**src/rtl/edt_pkg.sv**
```systemverilog
package edt_pkg;
  // register slots inside one channel window
  typedef enum logic [1:0] {
    OFS_CTRL = 2'd0,
    OFS_SRC  = 2'd1,
    OFS_LOAD = 2'd2,
    OFS_OBS  = 2'd3
  } ofs_e;

  localparam int CH_SPAN   = 4;  // words per channel window
  localparam int STAT_WORD = 8;  // status word address
  localparam int B_EN      = 0;
  localparam int B_RESTART = 1;
  localparam int B_CHAIN   = 2;
endpackage

```
**src/rtl/edt_tick_pick.sv**
```systemverilog
module edt_tick_pick #(
  parameter int N_SRC = 4,
  parameter int SEL_W = 2
) (
  input  logic [N_SRC-1:0] tick_i,
  input  logic [SEL_W-1:0] sel_i,
  output logic             stb_o
);
  always_comb begin
    stb_o = 1'b0;
    for (int k = 0; k < N_SRC; k++) begin
      if (sel_i == SEL_W'(k)) stb_o = tick_i[k];
    end
  end
endmodule

```
**src/rtl/edt_chan.sv**
```systemverilog
module edt_chan #(
  parameter int W     = 32,
  parameter int N_SRC = 4,
  parameter int SEL_W = 2
) (
  input  logic             clk,
  input  logic             rst,
  input  logic             start_i,
  input  logic             stop_i,
  input  logic             chain_i,
  input  logic [W-1:0]     load_i,
  input  logic [SEL_W-1:0] sel_i,
  input  logic [N_SRC-1:0] tick_i,
  output logic [W-1:0]     cnt_o,
  output logic             chain_o,
  output logic             irq_o
);
  logic [W-1:0]     cnt_q;
  logic [SEL_W-1:0] act_sel_q;
  logic             run_q, chain_q, irq_q, stb;

  edt_tick_pick #(.N_SRC(N_SRC), .SEL_W(SEL_W)) u_pick (
    .tick_i (tick_i),
    .sel_i  (act_sel_q),
    .stb_o  (stb)
  );

  always_ff @(posedge clk) begin
    if (rst) begin
      cnt_q     <= '0;
      act_sel_q <= '0;
      run_q     <= 1'b0;
      chain_q   <= 1'b0;
      irq_q     <= 1'b0;
    end else begin
      irq_q <= 1'b0;
      if (start_i) begin
        if (load_i != '0) begin
          cnt_q     <= load_i;
          act_sel_q <= sel_i;
          chain_q   <= chain_i;
          run_q     <= 1'b1;
        end else begin
          run_q <= 1'b0;
        end
      end else if (stop_i) begin
        run_q <= 1'b0;
      end else if (run_q && stb) begin
        cnt_q <= cnt_q - W'(1);
        if (cnt_q == W'(1)) begin
          irq_q <= 1'b1;
          if (!chain_q) run_q <= 1'b0;
        end
      end
    end
  end

  assign cnt_o   = cnt_q;
  assign chain_o = chain_q;
  assign irq_o   = irq_q;


  idle_frozen_chk: assert property (@(posedge clk) disable iff (rst)
    (!run_q && !start_i) |=> $stable(cnt_q));

  step_chk: assert property (@(posedge clk) disable iff (rst)
    (run_q && stb && !start_i && !stop_i) |=> (cnt_q == $past(cnt_q) - W'(1)));

  zero_load_chk: assert property (@(posedge clk) disable iff (rst)
    (start_i && load_i == '0) |=> !run_q);

  irq_pulse_chk: assert property (@(posedge clk) disable iff (rst)
    irq_q |=> !irq_q);

  oneshot_stop_chk: assert property (@(posedge clk) disable iff (rst)
    (irq_q && !chain_q) |-> (!run_q && cnt_q == '0));
endmodule

```
**src/rtl/edt_regs.sv**
```systemverilog
module edt_regs
  import edt_pkg::*;
#(
  parameter int CH_W   = 24,
  parameter int CAS_W  = 32,
  parameter int N_SRC  = 4,
  parameter int ADDR_W = 4,
  parameter int N_CH   = 2,
  parameter int SEL_W  = 2
) (
  input  logic                          clk,
  input  logic                          rst,
  input  logic                          wr_en,
  input  logic                          rd_en,
  input  logic [ADDR_W-1:0]             addr,
  input  logic [CAS_W-1:0]              wdata,
  output logic [CAS_W-1:0]              rdata,
  output logic [N_CH-1:0]               start_o,
  output logic [N_CH-1:0]               stop_o,
  output logic                          chain_o,
  output logic [N_CH-1:0][SEL_W-1:0]    src_o,
  output logic [N_CH-1:0][CAS_W-1:0]    load_o,
  input  logic [N_CH-1:0][CAS_W-1:0]    cnt_i,
  input  logic                          chain_act_i,
  input  logic [N_CH-1:0]               irq_i
);
  localparam int HI_W = CAS_W - CH_W;

  logic [N_CH-1:0]            en_v;
  logic [N_CH-1:0][CH_W-1:0]  load_v;
  logic [N_CH-1:0]            stat_q;
  logic                       chain_q;
  logic                       stat_hit;
  logic [CAS_W-1:0]           rd_nxt;

  assign stat_hit = wr_en && (addr == ADDR_W'(STAT_WORD));
  assign chain_o  = wdata[B_CHAIN];

  for (genvar c = 0; c < N_CH; c++) begin : g_ch
    logic             en_r;
    logic [SEL_W-1:0] src_r;
    logic [CH_W-1:0]  load_r;
    logic             hit_ctrl, hit_src, hit_load;

    assign hit_ctrl = wr_en && (addr == ADDR_W'(c * CH_SPAN + int'(OFS_CTRL)));
    assign hit_src  = wr_en && (addr == ADDR_W'(c * CH_SPAN + int'(OFS_SRC)));
    assign hit_load = wr_en && (addr == ADDR_W'(c * CH_SPAN + int'(OFS_LOAD)));

    assign start_o[c] = hit_ctrl && wdata[B_EN] && (!en_r || wdata[B_RESTART]);
    assign stop_o[c]  = hit_ctrl && !wdata[B_EN] && en_r;

    always_ff @(posedge clk) begin
      if (rst) begin
        en_r   <= 1'b0;
        src_r  <= '0;
        load_r <= '0;
      end else begin
        if (hit_ctrl) en_r   <= wdata[B_EN];
        if (hit_src)  src_r  <= wdata[SEL_W-1:0];
        if (hit_load) load_r <= wdata[CH_W-1:0];
      end
    end

    assign en_v[c]   = en_r;
    assign src_o[c]  = src_r;
    assign load_v[c] = load_r;

    if (c == 0) begin : g_head
      always_ff @(posedge clk) begin
        if (rst)           chain_q <= 1'b0;
        else if (hit_ctrl) chain_q <= wdata[B_CHAIN];
      end
      assign load_o[c] = wdata[B_CHAIN] ? {load_v[1][HI_W-1:0], load_r}
                                        : CAS_W'(load_r);
    end else begin : g_tail
      assign load_o[c] = CAS_W'(load_r);
    end
  end

  always_ff @(posedge clk) begin
    if (rst) stat_q <= '0;
    else     stat_q <= (stat_q & ~(stat_hit ? wdata[N_CH-1:0] : '0)) | irq_i;
  end

  always_comb begin
    rd_nxt = '0;
    if (addr == ADDR_W'(STAT_WORD)) begin
      rd_nxt[N_CH-1:0] = stat_q;
    end else begin
      for (int c = 0; c < N_CH; c++) begin
        if (addr[ADDR_W-1:2] == (ADDR_W-2)'(c)) begin
          case (ofs_e'(addr[1:0]))
            OFS_CTRL: begin
              rd_nxt[B_EN]    = en_v[c];
              rd_nxt[B_CHAIN] = (c == 0) ? chain_q : 1'b0;
            end
            OFS_SRC:  rd_nxt[SEL_W-1:0] = src_o[c];
            OFS_LOAD: rd_nxt[CH_W-1:0]  = load_v[c];
            default:  rd_nxt = (c == 0 && chain_act_i) ? ~cnt_i[c] : cnt_i[c];
          endcase
        end
      end
    end
  end

  always_ff @(posedge clk) begin
    if (rst)        rdata <= '0;
    else if (rd_en) rdata <= rd_nxt;
  end


  stat_clear_chk: assert property (@(posedge clk) disable iff (rst)
    (stat_hit && wdata[0] && !irq_i[0]) |=> !stat_q[0]);

  stat_sticky_chk: assert property (@(posedge clk) disable iff (rst)
    (stat_q[0] && !(stat_hit && wdata[0])) |=> stat_q[0]);

  stat_set_chk: assert property (@(posedge clk) disable iff (rst)
    irq_i[1] |=> stat_q[1]);
endmodule

```
**src/rtl/edt_timer.sv**
```systemverilog
module edt_timer #(
  parameter int CH_W   = 24,
  parameter int CAS_W  = 32,
  parameter int N_SRC  = 4,
  parameter int ADDR_W = 4
) (
  input  logic              clk,
  input  logic              rst,
  input  logic              wr_en,
  input  logic              rd_en,
  input  logic [ADDR_W-1:0] addr,
  input  logic [CAS_W-1:0]  wdata,
  output logic [CAS_W-1:0]  rdata,
  input  logic [N_SRC-1:0]  tick_i,
  output logic [1:0]        irq_o
);
  localparam int N_CH  = 2;
  localparam int SEL_W = (N_SRC > 1) ? $clog2(N_SRC) : 1;

  logic [N_CH-1:0]             start, stop, irq, chain_act;
  logic                        chain_req;
  logic [N_CH-1:0][SEL_W-1:0]  src;
  logic [N_CH-1:0][CAS_W-1:0]  load, cnt;

  edt_regs #(
    .CH_W(CH_W), .CAS_W(CAS_W), .N_SRC(N_SRC), .ADDR_W(ADDR_W),
    .N_CH(N_CH), .SEL_W(SEL_W)
  ) u_regs (
    .clk(clk), .rst(rst), .wr_en(wr_en), .rd_en(rd_en), .addr(addr),
    .wdata(wdata), .rdata(rdata), .start_o(start), .stop_o(stop),
    .chain_o(chain_req), .src_o(src), .load_o(load), .cnt_i(cnt),
    .chain_act_i(chain_act[0]), .irq_i(irq)
  );

  for (genvar c = 0; c < N_CH; c++) begin : g_chan
    edt_chan #(.W(CAS_W), .N_SRC(N_SRC), .SEL_W(SEL_W)) u_chan (
      .clk(clk), .rst(rst), .start_i(start[c]), .stop_i(stop[c]),
      .chain_i((c == 0) ? chain_req : 1'b0),
      .load_i(load[c]), .sel_i(src[c]), .tick_i(tick_i),
      .cnt_o(cnt[c]), .chain_o(chain_act[c]), .irq_o(irq[c])
    );
  end

  assign irq_o = irq;


  tail_no_chain_chk: assert property (@(posedge clk) disable iff (rst)
    !chain_act[1]);
endmodule

```
**config.mk**
```make
export PLATFORM = sky130hd
export DESIGN_NAME = edt_timer
export DESIGN_NICKNAME = d
export VERILOG_FILES = /design/src/rtl/edt_pkg.sv /design/src/rtl/edt_tick_pick.sv /design/src/rtl/edt_chan.sv /design/src/rtl/edt_regs.sv /design/src/rtl/edt_timer.sv
export SDC_FILE = /design/constraint.sdc
export NUM_CORES = 1
export LEC_CHECK = 0
export BUFFER_PORTS_ARGS = -buffer_cell sky130_fd_sc_hd__buf_2
export CORE_MARGIN = 4
export CORE_UTILIZATION = 45
export CTS_BUF_LIST = sky130_fd_sc_hd__clkbuf_16
export DETAILED_ROUTE_END_ITERATION = 8
export SYNTH_ARGS = -nofsm -noshare
export SYNTH_HDL_FRONTEND = slang
export SYNTH_SLANG_ARGS = --single-unit
```
**constraint.sdc**
```tcl
create_clock -name clk -period 8.35 [get_ports clk]
set_input_delay 1.67 -clock clk [delete_from_list [all_inputs] [get_ports clk]]
set_output_delay 1.67 -clock clk [all_outputs]
set_load 0.05 [all_outputs]
```
# --- After elaboration in Yosys (flattened, before gate mapping) ---
# Index checks and enable logic that the tools add are counted.
classes:
  muxes: 46
  n_reduce_logical: 45
  eq_ne: 22
  bitwise: 6
  n_addsub: 2
op_table:
  columns: ["cell", "count"]
  rows:
  - ["$mux W32", 12]
  - ["$pmux W21 S2", 2]
  - ["$eq A32 B1 Y1 const B", 2]
  - ["$reduce_bool A32 Y1", 2]
  - ["$sub A32 B1 Y32 const B", 2]
  - ["$not A32 Y32", 1]
  - ["$mux W30", 1]
  - ["$mux W1", 21]
  - ["$pmux W1 S3", 6]
  - ["$logic_and A1 B1 Y1", 17]
  - ["$mux W8", 2]
  - ["$eq A4 B3 Y1 const B", 3]
  - ["$reduce_bool A3 Y1", 4]
  - ["$eq A2 B2 Y1 const B", 5]
  - ["$reduce_and A3 Y1", 3]
  - ["$eq A2 B1 Y1 const B", 4]
  - ["$logic_not A2 Y1", 4]
  - ["$reduce_or A4 Y1", 2]
  - ["$reduce_and A2 Y1", 3]
  - ["$eq A4 B1 Y1 const B", 1]
  - ["$eq A4 B2 Y1 const B", 1]
  - ["$eq A4 B4 Y1 const B", 1]
  - ["$logic_not A4 Y1", 1]
  - ["$mux W2", 2]
  - ["other kinds (12)", 19]
totals:
  word_cells: 139
  input_bits: 44
  output_inout_bits: 34
  register_bits: 162

# --- Longest topological paths before layout ---
# Gate-level depths: netlist of the first run.
logic_depth:
  depth_word: 9
  ltp_mapped: 10
  mapped_depth_nobuf: 8

# --- By module ---
# A second synthesis of the first run with hierarchy kept.
hier_totals:
  cells_unflattened: 1176
  hier_area_um2: 9531.6
modules_own_cells:
  columns: ["mod", "cells_per_inst", "area_each_um2", "seq_area_each_um2", "n_inst"]
  rows:
  - ["edt_chan", 336, 2516.2, 740.7, 2]
  - ["edt_regs", 501, 4450.5, 1781.7, 1]
  - ["edt_tick_pick", 1, 22.5, 0.0, 2]
  - ["edt_timer", 1, 3.8, 0.0, 1]

# --- Least setup slack after synthesis of the first run ---
# OpenSTA, ideal clock, no wires.
synth_timing:
  path_kind: "in2reg"
  startpoint: "input port addr[2]"
  endpoint: "register g_chan[1].u_chan.cnt_q[26]"
  path_slack_ns: 4.599
  stages: 9
  setup_ns: 0.071
  t_arrival_ns: 3.680
  required_ns: 8.279
  n_path_buf: 3
  path_cell_list: "clkbuf_1 nor2b_1 buf_2 and4_1 clkbuf_1 nor2_1 o21ai_0 or4_1 a21oi_1"
synth_via:
  elab_chain_cells: 6
  elab_cells_between_ends: 11
  classes_between: "eq/ne (3); mux (1); reduce/logical (7)"
synth_rtl:
  columns: ["element", "line", "source"]
  rows:
  - ["start: declaration", "edt_timer.sv:11", "input logic [ADDR_W-1:0] addr,"]
  - ["$eq A4 B3 Y1 *", "edt_regs.sv:45", "assign hit_ctrl = wr_en && (addr == ADDR_W'(c * CH_SPAN + int'(OFS_CTRL)));"]
  - ["$logic_and A1 B1 Y1 *", "edt_regs.sv:45", null]
  - ["$logic_and A1 B1 Y1 (on tied branches) (2 in series)", "edt_regs.sv:50, edt_regs.sv:49", null]
  - ["$ne A2 B1 Y1 (no line) (tied with other cells)", null, null]
  - ["$reduce_and A3 Y1 (no line)", null, null]
  - ["end signal: assignment", "edt_chan.sv:39", "cnt_q <= load_i;"]
  - ["end signal: assignment", "edt_chan.sv:49", "cnt_q <= cnt_q - W'(1);"]
  - ["end: declaration", "edt_chan.sv:18", "logic [W-1:0] cnt_q;"]
# Every way passes the cells marked *; elsewhere a longest branch is shown, timed or not.
# A chain may end at the register's enable or synchronous reset.

# --- Worst setup path in the final report of the first run ---
layout_timing:
  startpoint: "input port addr[2]"
  endpoint: "register g_chan[1].u_chan.cnt_q[30]"
# The elaborated chain is that of the path after synthesis.

==> impl_metrics.json, run 1 <==
{
  "drt_first_pass_iters": 6,
  "signed_area_change_from_the_synthesized_netlist_to_the_final_layout_pct": 11.5,
  "ys_async_sr_fraction_pct": 0,
  "numClockSinks": 162,
  "netlist_area_sq_um": 8760,
  "power.density_cell_area_nw_per_um2": 186,
  "synth-adder-area-share_pct": 0.571,
  "peak_clock_frequency_supported_by_timing_mhz": 208,
  "power.leakage_nw": 3.61,
  "num_vias": 8593,
  "data_arrival_time_of_the_worst_path_ns": 5.17,
  "row_count": 50,
  "design.die.area_sq_um": 21800,
  "cp-start-kind": "primary input",
  "synth-seq-area-share_pct": 37.0,
  "crit_path_top_delay_cell": "sky130_fd_sc_hd__o21a_1",
  "grt_first_pass_wirelength_mm": 46.3,
  "final-setup-viol-count": 0,
  "synthFlopType": "sky130_fd_sc_hd__dfxtp_1",
  "clkTransAtPathRegs_ns": 0.06,
  "clock_tree.root_cell": "sky130_fd_sc_hd__clkbuf_16",
  "io_buffer_count": 69,
  "timing.critical_path.slowest_cell_delay_ns": 0.62,
  "seqCellArea_sq_um": 3240,
  "clock_tree.buffer_depth": 2,
  "most-common-layout-cells": "194 x sky130_fd_sc_hd__nand2_1, 165 x sky130_fd_sc_hd__a21oi_1, 161 x sky130_fd_sc_hd__dfxtp_1",
  "final_max_slew_viol_count": 0,
  "synth-seq-cells": 162,
  "worstPathCellList": "buf_2, nor2b_1, and4_1, buf_4, o21a_1, o21ai_1, or4_1, a21oi_1",
  "first_global_vias": 7915,
  "multi_input_comb_area_sq_um": 5110,
  "hold_class": "reg -> reg",
  "syn_nets": 1196,
  "final_common_cell": "sky130_fd_sc_hd__nand2_1",
  "drcViolationCount": 0,
  "place.detailed.hpwl_mm": 20.4,
  "synth.yosys.warnings": 0,
  "tritoncts_buffers": 17,
  "cts_setup_buffers": 0,
  "hold_violations": 0,
  "design.final.nets": 1202,
  "clock_skew_ns": 0.00803,
  "mean_instance_size_in_the_synthesized_netlist_sq_um": 7.63,
  "critical_path.n_buffers_inverters": 2,
  "grt.total_usage_pct": 27.0,
  "max-slew-margin-rel_pct": 20.6,
  "floorplan.die.height_um": 148,
  "synth_simple_gate_area_share_pct": 25.2,
  "average_vias_per_placed_instance": 6.02,
  "timing_worst_slew_pin_value_ns": 1.19,
  "post_synth_mux_area_share_pct": 6.33,
  "worstPathMaxFanout": 47,
  "count_of_flip_flops_with_a_built_in_enable_after_synthesis": 0,
  "grt_residual_overflow": 0,
  "initial_core_util_pct": 46.2,
  "grt_antenna_before_repair": 0,
  "post_synth_num_cell_types": 61,
  "internal_power_consumption_mw": 1.34,
  "final.period_utilization_pct": 57.6,
  "postCtsResizedCells": 0,
  "clock_tree_from_tritoncts": "built",
  "total_i_o_pin_count": 78,
  "pin_count_of_the_biggest_net_entering_global_routing": 93,
  "total_switching_power_mw": 0.474,
  "ir_drop_mv": 0.136,
  "finalWorstPathRequiredPeriod_ns": 4.81,
  "grt_setup_unrepaired": "no",
  "detailedRoute.firstIterationViolations": 954,
  "end_kind": "register",
  "post_dp_cell_area_sq_um": 9150,
  "globalplace.congestion": 0.915,
  "stdcell_area_sq_um": 9770,
  "timing.setup.tns_ns": 0,
  "worstSkewPairLatency_ns": 0.43,
  "die_w_um": 148,
  "critPathRequiredTime_ns": 8.71,
  "synth-compound-area-share_pct": 22.3,
  "max_cap_violations": 0,
  "cts_hold_buf": 0,
  "pwr-share-seq_pct": 43.7,
  "diodes": 0,
  "synth_top_family_by_area": "simple AND/OR/NAND/NOR gates",
  "path_class": "in -> reg",
  "gate_power_share_pct": 10.4,
  "htree_levels": 4,
  "status": "complete, no violations",
  "synthesized_netlist_cell_count": 1148,
  "critical_path.top_delay_family": "simple AND/OR/NAND/NOR gates",
  "wirelength_mm": 29.7,
  "switching_share_pct": 26.1,
  "clkPwrFrac_pct": 45.9,
  "final_layout_size_suffix_gt1_share_pct": 12.8,
  "ant_nets": 0,
  "synth_xor_area_share_pct": 3.80,
  "filler_cell_count": 1956,
  "core-area_sq_um": 19000,
  "drt_wl_cell_um": 20.8
}
==> worst min-delay path, cell delays in order, from the launching register on <==
cell and delay [ns]:
sky130_fd_sc_hd__dfxtp_1 0.31, sky130_fd_sc_hd__nand2_1 0.05, sky130_fd_sc_hd__a21oi_1 0.05
==> metrics by stage <==
step / power [mW] / hold WS, ns / std cells / worst slack, ns / util (%)
6_report: 1.82 / 0.464 / 1427 / 3.54 / 51.5
5_1_grt: 1.88 / 0.487 / 1427 / 3.28 / 51.5
4_1_cts: 1.82 / 0.464 / 1427 / 3.57 / 51.5
3_5_place_dp: 0.998 / 0.454 / 1395 / 3.11 / 48.3
3_3_place_gp: 0.997 / 0.454 / 1395 / 3.17 / 48.3
2_1_floorplan: 0.944 / 0.436 / 1148 / 4.60 / -
==> kinds of logic (layout without fill, tap and decap cells) <==
| kind of cell | count (synthesis) | count (layout) |
|---|---|---|
| adders and majority gates | 4 | 4 |
| AOI/OAI and AO/OA | 328 | 328 |
| and+or+nand+nor | 477 | 477 |
| DFF | 162 | 162 |
| xor gates and xnor gates | 38 | 38 |
| buffers and inverters | 104 | 123 |
| muxes | 35 | 35 |
==> path summary, 6_finish.rpt <==
| check | from | endpoint | slack, ns | cells after the start |
|---|---|---|---|---|
| setup / recovery | addr[2] | g_chan[1].u_chan.cnt_o[30] | 3.54 | 8 |
| hold / removal | g_chan[0].u_chan.act_sel_q[1] | g_chan[0].u_chan.act_sel_q[1] | 0.46 | 2 |
| setup reg to reg | u_regs.g_ch[0].load_r[16] | g_chan[0].u_chan.cnt_o[10] | 5.28 | 6 |
| hold reg to reg | g_chan[0].u_chan.act_sel_q[1] | g_chan[0].u_chan.act_sel_q[1] | 0.46 | 2 |
==> final cells by class <==
type                            count  area share (%)
Multi-Input combinational cell    882            52.3
Sequential cell                   162            33.2
Inverter                           10           0.384
Timing Repair Buffer               81            4.48
Clock buffer                       17            4.35
Clock inverter                     15            1.97
Tap cell                          260            3.33
==> power groups by stage <==
stage | clock network (mW) | logic [mW] | registers [mW]
6_report | 0.834 | 0.189 | 0.795
4_1_cts | 0.841 | 0.187 | 0.795
5_1_grt | 0.878 | 0.206 | 0.796
3_3_place_gp | 0 | 0.185 | 0.812
3_5_place_dp | 0 | 0.186 | 0.812
2_1_floorplan | 0 | 0.124 | 0.820
==> sequential cells by signal, summed over array words and instances (netlist names) <==
name                     cells
u_regs.stat_q                2
u_regs.chain_q               1
u_regs.g_ch.en_r             2
g_chan.u_chan.cnt_o         64
u_regs.g_ch.src_r            4
g_chan.u_chan.chain_o        1
g_chan.u_chan.act_sel_q      4
u_regs.g_ch.load_r          48
g_chan.u_chan.run_q          2
u_regs.rdata                32
g_chan.u_chan.irq_o          2
==> Yosys cell counts (all sizes together), types with 5 or more instances <==
cell type / count / area, sq um
o21ai: 59 / 295
nor4: 27 / 169
and3: 6 / 37.5
nand2: 194 / 728
inv: 10 / 37.5
xor2: 19 / 166
mux2: 13 / 146
buf: 18 / 87.6
xnor2: 19 / 166
mux4: 15 / 338
a211oi: 25 / 188
o21a: 6 / 45.0
dfxtp: 162 / 3240
a22o: 5 / 43.8
nor2: 112 / 423
nor3: 28 / 140
or3: 9 / 56.3
o32ai: 6 / 52.6
a22oi: 6 / 45.0
o41ai: 6 / 60.1
nand3: 25 / 125
o31ai: 5 / 37.5
or4: 6 / 52.6
mux2i: 7 / 70.1
nand2b: 8 / 50.1
nand4: 10 / 62.6
nor2b: 23 / 144
o211ai: 7 / 52.6
a31oi: 8 / 50.1
clkbuf: 76 / 287
a21oi: 165 / 826
and2: 7 / 43.8
==> layer usage <==
| metal | share of wire, % | wire length (um) | vias up | GRT usage, % |
|---|---|---|---|---|
| met5 | 0 | 0 | - | 0 |
| met4 | 3.4 | 997 | 0 | 10.3 |
| met3 | 5.8 | 1740 | 56 | 3.65 |
| met2 | 45 | 13400 | 329 | 41.2 |
| met1 | 46 | 13600 | 4096 | 38.8 |
| li1 | - | - | 4112 | - |
(Power assumes the default switching activity.)
==> inputs of run 2 (changes only) <==
==> constraint.sdc (replaced) <==
create_clock -name clk -period 4.9 [get_ports clk]
set_input_delay 0.98 -clock clk [delete_from_list [all_inputs] [get_ports clk]]
set_output_delay 0.98 -clock clk [all_outputs]
set_load 0.05 [all_outputs]
==> run 2 against run 1 <==
Compared with the run above: routed wire length is 1.0% lower; count of clock-buffer cells in the layout is the same; clock skew is 0.00087 ns lower; die area unchanged; hold slack improved by 0.0020 ns; critical path depth did not move; via count is 0.58% higher; flip-flop and latch count is the same; sequential power rose by 70%; setup slack worse by 2.1 ns; critical path type unchanged; critical endpoint is now g_chan[0].u_chan.cnt_o[15]; largest cell class unchanged.
==> impl_metrics.json, run 2 (synthesized netlist as in run 1, its figures left out) <==
{
  "clkTransAtPathRegs_ns": 0.07,
  "grt_residual_overflow": 0,
  "multi_input_comb_area_sq_um": 5110,
  "dpl_ws_ns": 1.01,
  "tritoncts_buffers": 17,
  "cp-start-kind": "primary input",
  "hold_violations": 0,
  "clock_tree.root_cell": "sky130_fd_sc_hd__clkbuf_16",
  "final-setup-viol-count": 0,
  "place.detailed.hpwl_mm": 20.5,
  "numClockSinks": 162,
  "filler_cell_count": 1907,
  "crit_path_top_delay_cell": "sky130_fd_sc_hd__buf_2",
  "grt_antenna_before_repair": 0,
  "row_count": 50,
  "signed_area_change_from_the_synthesized_netlist_to_the_final_layout_pct": 11.1,
  "final_max_slew_viol_count": 0,
  "average_vias_per_placed_instance": 6.04,
  "pin_count_of_the_biggest_net_entering_global_routing": 88,
  "critical_path.top_delay_family": "compound AO/OA/AOI/OAI gates",
  "die_w_um": 148,
  "final_cell_count_no_fill": 1432,
  "power.leakage_nw": 3.59,
  "grt.total_usage_pct": 26.6,
  "finalWorstPathRequiredPeriod_ns": 3.47,
  "drt_first_pass_iters": 5,
  "largest_register_ffs": 64,
  "total_i_o_pin_count": 78,
  "timing_worst_slew_pin_value_ns": 1.10,
  "stdcell_area_sq_um": 9740,
  "design.final.nets": 1207,
  "critPathRequiredTime_ns": 5.23,
  "timing.setup.tns_ns": 0,
  "final_common_cell": "sky130_fd_sc_hd__nand2_1",
  "ir_drop_mv": 0.275,
  "setup_slack_ns": 1.43,
  "most-common-layout-cells": "194 x sky130_fd_sc_hd__nand2_1, 165 x sky130_fd_sc_hd__a21oi_1, 161 x sky130_fd_sc_hd__dfxtp_1",
  "max_cap_violations": 0,
  "place.detailed.instances": 1400,
  "peak_clock_frequency_supported_by_timing_mhz": 288,
  "wirelength_mm": 29.4,
  "cts_hold_buf": 0,
  "timing.critical_path.slowest_cell_delay_ns": 0.58,
  "hold_slack_ns": 0.466,
  "grt_setup_unrepaired": "no",
  "postLayoutCoreUtil_pct": 51.4,
  "critical_path.n_buffers_inverters": 2,
  "cts_setup_buffers": 0,
  "postCtsResizedCells": 0,
  "grt_first_pass_wirelength_mm": 45.6,
  "io_buffer_count": 69,
  "clock_tree.buffer_depth": 2,
  "worstPathMaxFanout": 33,
  "path_class": "in -> reg",
  "globalplace.congestion": 0.889,
  "ant_nets": 0,
  "diodes": 0,
  "num_vias": 8643,
  "final.period_utilization_pct": 70.9,
  "post_dp_cell_area_sq_um": 9190,
  "end_kind": "register",
  "reg2regPathDepth": 5,
  "core-area_sq_um": 19000,
  "clock_tree_from_tritoncts": "built",
  "max-slew-margin-rel_pct": 26.9,
  "seqCellArea_sq_um": 3240,
  "power.density_cell_area_nw_per_um2": 304,
  "status": "complete, no violations",
  "htree_levels": 4,
  "first_global_vias": 7839,
  "hold_class": "reg -> reg",
  "data_arrival_time_of_the_worst_path_ns": 3.80,
  "drt_wl_cell_um": 20.5,
  "drcViolationCount": 0,
  "timing.critical_path.depth": 8,
  "final_layout_size_suffix_gt1_share_pct": 13.1,
  "design.die.area_sq_um": 21800,
  "worst_hold_path.num_cells": 2,
  "initial_core_util_pct": 46.2,
  "detailedRoute.firstIterationViolations": 717,
  "clock_skew_ns": 0.00715,
  "worstPathCellList": "buf_2, nor2_1, a41oi_1, nand2_1, o21ai_1, buf_4, o21ai_0, a32o_1",
  "floorplan.die.height_um": 148,
  "total_power_mw": 2.96,
  "worstSkewPairLatency_ns": 0.44
}
==> run 2: cell types whose count changed in the layout (fill, tap and decap cells not counted) <==
cell,delta
sky130_fd_sc_hd__clkinvlp_4,+3
sky130_fd_sc_hd__bufinv_16,-3
sky130_fd_sc_hd__clkinv_4,-1
sky130_fd_sc_hd__clkinv_2,+1
sky130_fd_sc_hd__buf_4,+5
==> run 2: area by class of cell <==
type                    instances  area share, %
inverters                      10          0.386
clock buffers                  17           4.37
repair buffers                 86           4.88
clock inverters                15           1.25
flip-flops and latches        162           33.3
well taps                     260           3.34
multi-input cells             882           52.5
==> run 2: worst register-to-register path, stage by stage (launching register included) <==
cell and delay (ns):
sky130_fd_sc_hd__dfxtp_1 0.39, sky130_fd_sc_hd__or4_4 0.59, sky130_fd_sc_hd__or4_1 0.71, sky130_fd_sc_hd__or4_4 0.64, sky130_fd_sc_hd__o311ai_0 0.33, sky130_fd_sc_hd__a21oi_1 0.11
==> run 2: path summary, 6_finish.rpt <==
kind / start / endpoint / slack (ns)
max reg2reg: g_chan[0].u_chan.cnt_o[8] / g_chan[0].u_chan.cnt_o[31] / 1.98
min reg2reg: u_regs.chain_q / u_regs.chain_q / 0.47
min: u_regs.chain_q / u_regs.chain_q / 0.47
max: addr[2] / g_chan[0].u_chan.cnt_o[15] / 1.43
==> run 2: power breakdown <==
group	switching, mW	internal [mW]
clock	0.586	0.693
sequential	0.0203	1.33
combinational	0.216	0.108
total	0.822	2.13
==> run 2: layer usage <==
layer | share of wire [%] | wire, um | vias to the layer above | GRT usage, %
met4 | 3.2 | 953 | 0 | 10.4
met3 | 6.8 | 2010 | 55 | 3.65
met2 | 44 | 13000 | 359 | 40.5
li1 | - | - | 4126 | -
met5 | 0 | 0 | - | 0
met1 | 46 | 13500 | 4103 | 38.3
==> inputs of run 3 (changes only) <==
--- a/config.mk
+++ b/config.mk
@@ -10,6 +10,7 @@
 export CORE_UTILIZATION = 45
 export CTS_BUF_LIST = sky130_fd_sc_hd__clkbuf_16
 export DETAILED_ROUTE_END_ITERATION = 8
+export PLACE_DENSITY = 0.65
 export SYNTH_ARGS = -nofsm -noshare
 export SYNTH_HDL_FRONTEND = slang
 export SYNTH_SLANG_ARGS = --single-unit
==> constraint.sdc (replaced) <==
create_clock -name clk -period 3 [get_ports clk]
set_input_delay 0.6 -clock clk [delete_from_list [all_inputs] [get_ports clk]]
set_output_delay 0.6 -clock clk [all_outputs]
set_load 0.05 [all_outputs]
==> run 3 against run 2 <==
Compared with the run above: critical path depth is 1 lower; largest cell class unchanged; die area is the same; flip-flop and latch count unchanged; sequential share of layout area decreased by 1.1 points; cell count up 2.2%; largest power group is now the clock network; first-iteration DRC count rose by 33%; utilization grew 1.7 points; clock skew grew 0.0048 ns.
==> impl_metrics.json, run 3 (synthesized netlist as in run 1, its figures left out) <==
{
  "worstSkewPairLatency_ns": 0.44,
  "drt_first_pass_iters": 5,
  "signed_area_change_from_the_synthesized_netlist_to_the_final_layout_pct": 14.8,
  "ant_nets": 0,
  "status": "complete, no violations",
  "max-slew-margin-rel_pct": 27.1,
  "drt_wl_cell_um": 20.2,
  "power.density_cell_area_nw_per_um2": 502,
  "total_power_mw": 5.05,
  "ir_drop_mv": 0.357,
  "clkTransAtPathRegs_ns": 0.07,
  "final.period_utilization_pct": 94.1,
  "core-area_sq_um": 19000,
  "post_dp_cell_area_sq_um": 9460,
  "max_cap_violations": 0,
  "grt_first_pass_wirelength_mm": 45.9,
  "design.die.area_sq_um": 21800,
  "tritoncts_buffers": 17,
  "data_arrival_time_of_the_worst_path_ns": 3.19,
  "crit_path_top_delay_cell": "sky130_fd_sc_hd__or4_4",
  "floorplan.die.height_um": 148,
  "total_i_o_pin_count": 78,
  "place.detailed.instances": 1432,
  "grt_setup_unrepaired": "no",
  "final-setup-viol-count": 0,
  "final_common_cell": "sky130_fd_sc_hd__nand2_1",
  "final_max_slew_viol_count": 0,
  "initial_core_util_pct": 46.2,
  "final_cell_count_no_fill": 1464,
  "cts_hold_buf": 0,
  "finalWorstPathRequiredPeriod_ns": 2.82,
  "num_vias": 8748,
  "worstPathMaxFanout": 8,
  "clock_tree.buffer_depth": 2,
  "worst_hold_path.endpoint": "u_regs.g_ch[1].load_r[18]",
  "power.leakage_nw": 3.79,
  "hold_start": "wdata[18]",
  "cts_setup_buffers": 0,
  "pin_count_of_the_biggest_net_entering_global_routing": 151,
  "seqCellArea_sq_um": 3240,
  "clock_skew_ns": 0.0120,
  "hold_violations": 0,
  "dpl_ws_ns": 0.288,
  "critPathRequiredTime_ns": 3.36,
  "clock_tree_from_tritoncts": "built",
  "grt.total_usage_pct": 26.8,
  "die_w_um": 148,
  "hold_slack_ns": 0.410,
  "largest_register_ffs": 64,
  "numClockSinks": 162,
  "detailedRoute.firstIterationViolations": 954,
  "reg2reg_end": "g_chan[0].u_chan.cnt_o[25]",
  "path_class": "reg -> reg",
  "io_buffer_count": 69,
  "row_count": 50,
  "end_kind": "register",
  "hold_class": "in -> reg",
  "wirelength_mm": 29.5,
  "place.detailed.hpwl_mm": 20.7,
  "diodes": 0,
  "postCtsResizedCells": 0,
  "timing_worst_slew_pin_value_ns": 1.09,
  "worst_hold_path.num_cells": 3,
  "cp-start-kind": "register",
  "multi_input_comb_area_sq_um": 5110,
  "timing.setup.tns_ns": 0,
  "clock_tree.root_cell": "sky130_fd_sc_hd__clkbuf_16",
  "most-common-layout-cells": "194 x sky130_fd_sc_hd__nand2_1, 165 x sky130_fd_sc_hd__a21oi_1, 161 x sky130_fd_sc_hd__dfxtp_1",
  "first_global_vias": 7957,
  "filler_cell_count": 1848,
  "timing.reg2reg.setup_slack_ns": 0.18,
  "reg2regPathDepth": 7,
  "globalplace.congestion": 0.964,
  "final_layout_size_suffix_gt1_share_pct": 15.6,
  "stdcell_area_sq_um": 10100,
  "peak_clock_frequency_supported_by_timing_mhz": 354,
  "drcViolationCount": 0,
  "grt_antenna_before_repair": 0,
  "setup_slack_ns": 0.177,
  "htree_levels": 4,
  "r2r_start": "g_chan[0].u_chan.cnt_o[8]",
  "timing.critical_path.slowest_cell_delay_ns": 0.59,
  "design.final.nets": 1239,
  "worstPathCellList": "or4_4, or4_1, buf_4, or3_1, o41ai_1, nand2_1, a21oi_1",
  "postLayoutCoreUtil_pct": 53.1,
  "average_vias_per_placed_instance": 5.98,
  "grt_residual_overflow": 0
}
## run 3: changes by cell type in the layout (fill, tap and decap cells not counted), sizes merged
cell / change
buf: +32
clkinv: -2
clkinvlp: -2
bufinv: +2
inv: +2
## run 3: layer usage
metal	vias to the layer above	global-route usage, %	wire, um
met4	0	11.1	1140
met2	405	40.7	12800
met1	4097	37.3	13000
li1	4181	-	-
met5	-	0	0
met3	65	5.52	2570
## run 3: cell type report
type | instances | area share [%]
Tap cell | 260 | 3.23
Clock buffer | 17 | 4.23
Timing Repair Buffer | 118 | 7.36
Clock inverter | 15 | 1.79
Multi-Input combinational cell | 882 | 50.8
Sequential cell | 162 | 32.2
Inverter | 10 | 0.373
## run 3: worst max path at each step
stage | from | endpoint | slack (ns) | depth (start not counted)
after detailed placement | g_chan[0].u_chan.cnt_o[8] | g_chan[0].u_chan.cnt_o[27] | 0.29 | 6
after global routing | g_chan[0].u_chan.cnt_o[8] | g_chan[0].u_chan.cnt_o[25] | 0.07 | 7
after global placement | g_chan[0].u_chan.cnt_o[8] | g_chan[0].u_chan.cnt_o[25] | 0.30 | 7
after CTS | g_chan[0].u_chan.cnt_o[8] | g_chan[0].u_chan.cnt_o[25] | 0.19 | 7
final | g_chan[0].u_chan.cnt_o[8] | g_chan[0].u_chan.cnt_o[25] | 0.18 | 7
after floorplan | g_chan[0].u_chan.cnt_o[8] | g_chan[0].u_chan.cnt_o[29] | 0.29 | 8
## run 3: worst max-delay path, delay by kind of cell, from the launching register on
kind / cells / cell delay (ns)
AO/OA/AOI/OAI: 2 / 0.47
flip-flops: 1 / 0.38
AND/OR/NAND/NOR: 4 / 1.71
buffers and inverters: 1 / 0.19
## run 3: power by group
group          switching, mW  internal, mW  total (mW)  leakage, nW
registers             0.0324          2.18        2.21         1.31
logic                  0.361         0.205       0.567         2.19
clock network          0.958          1.32        2.27        0.286
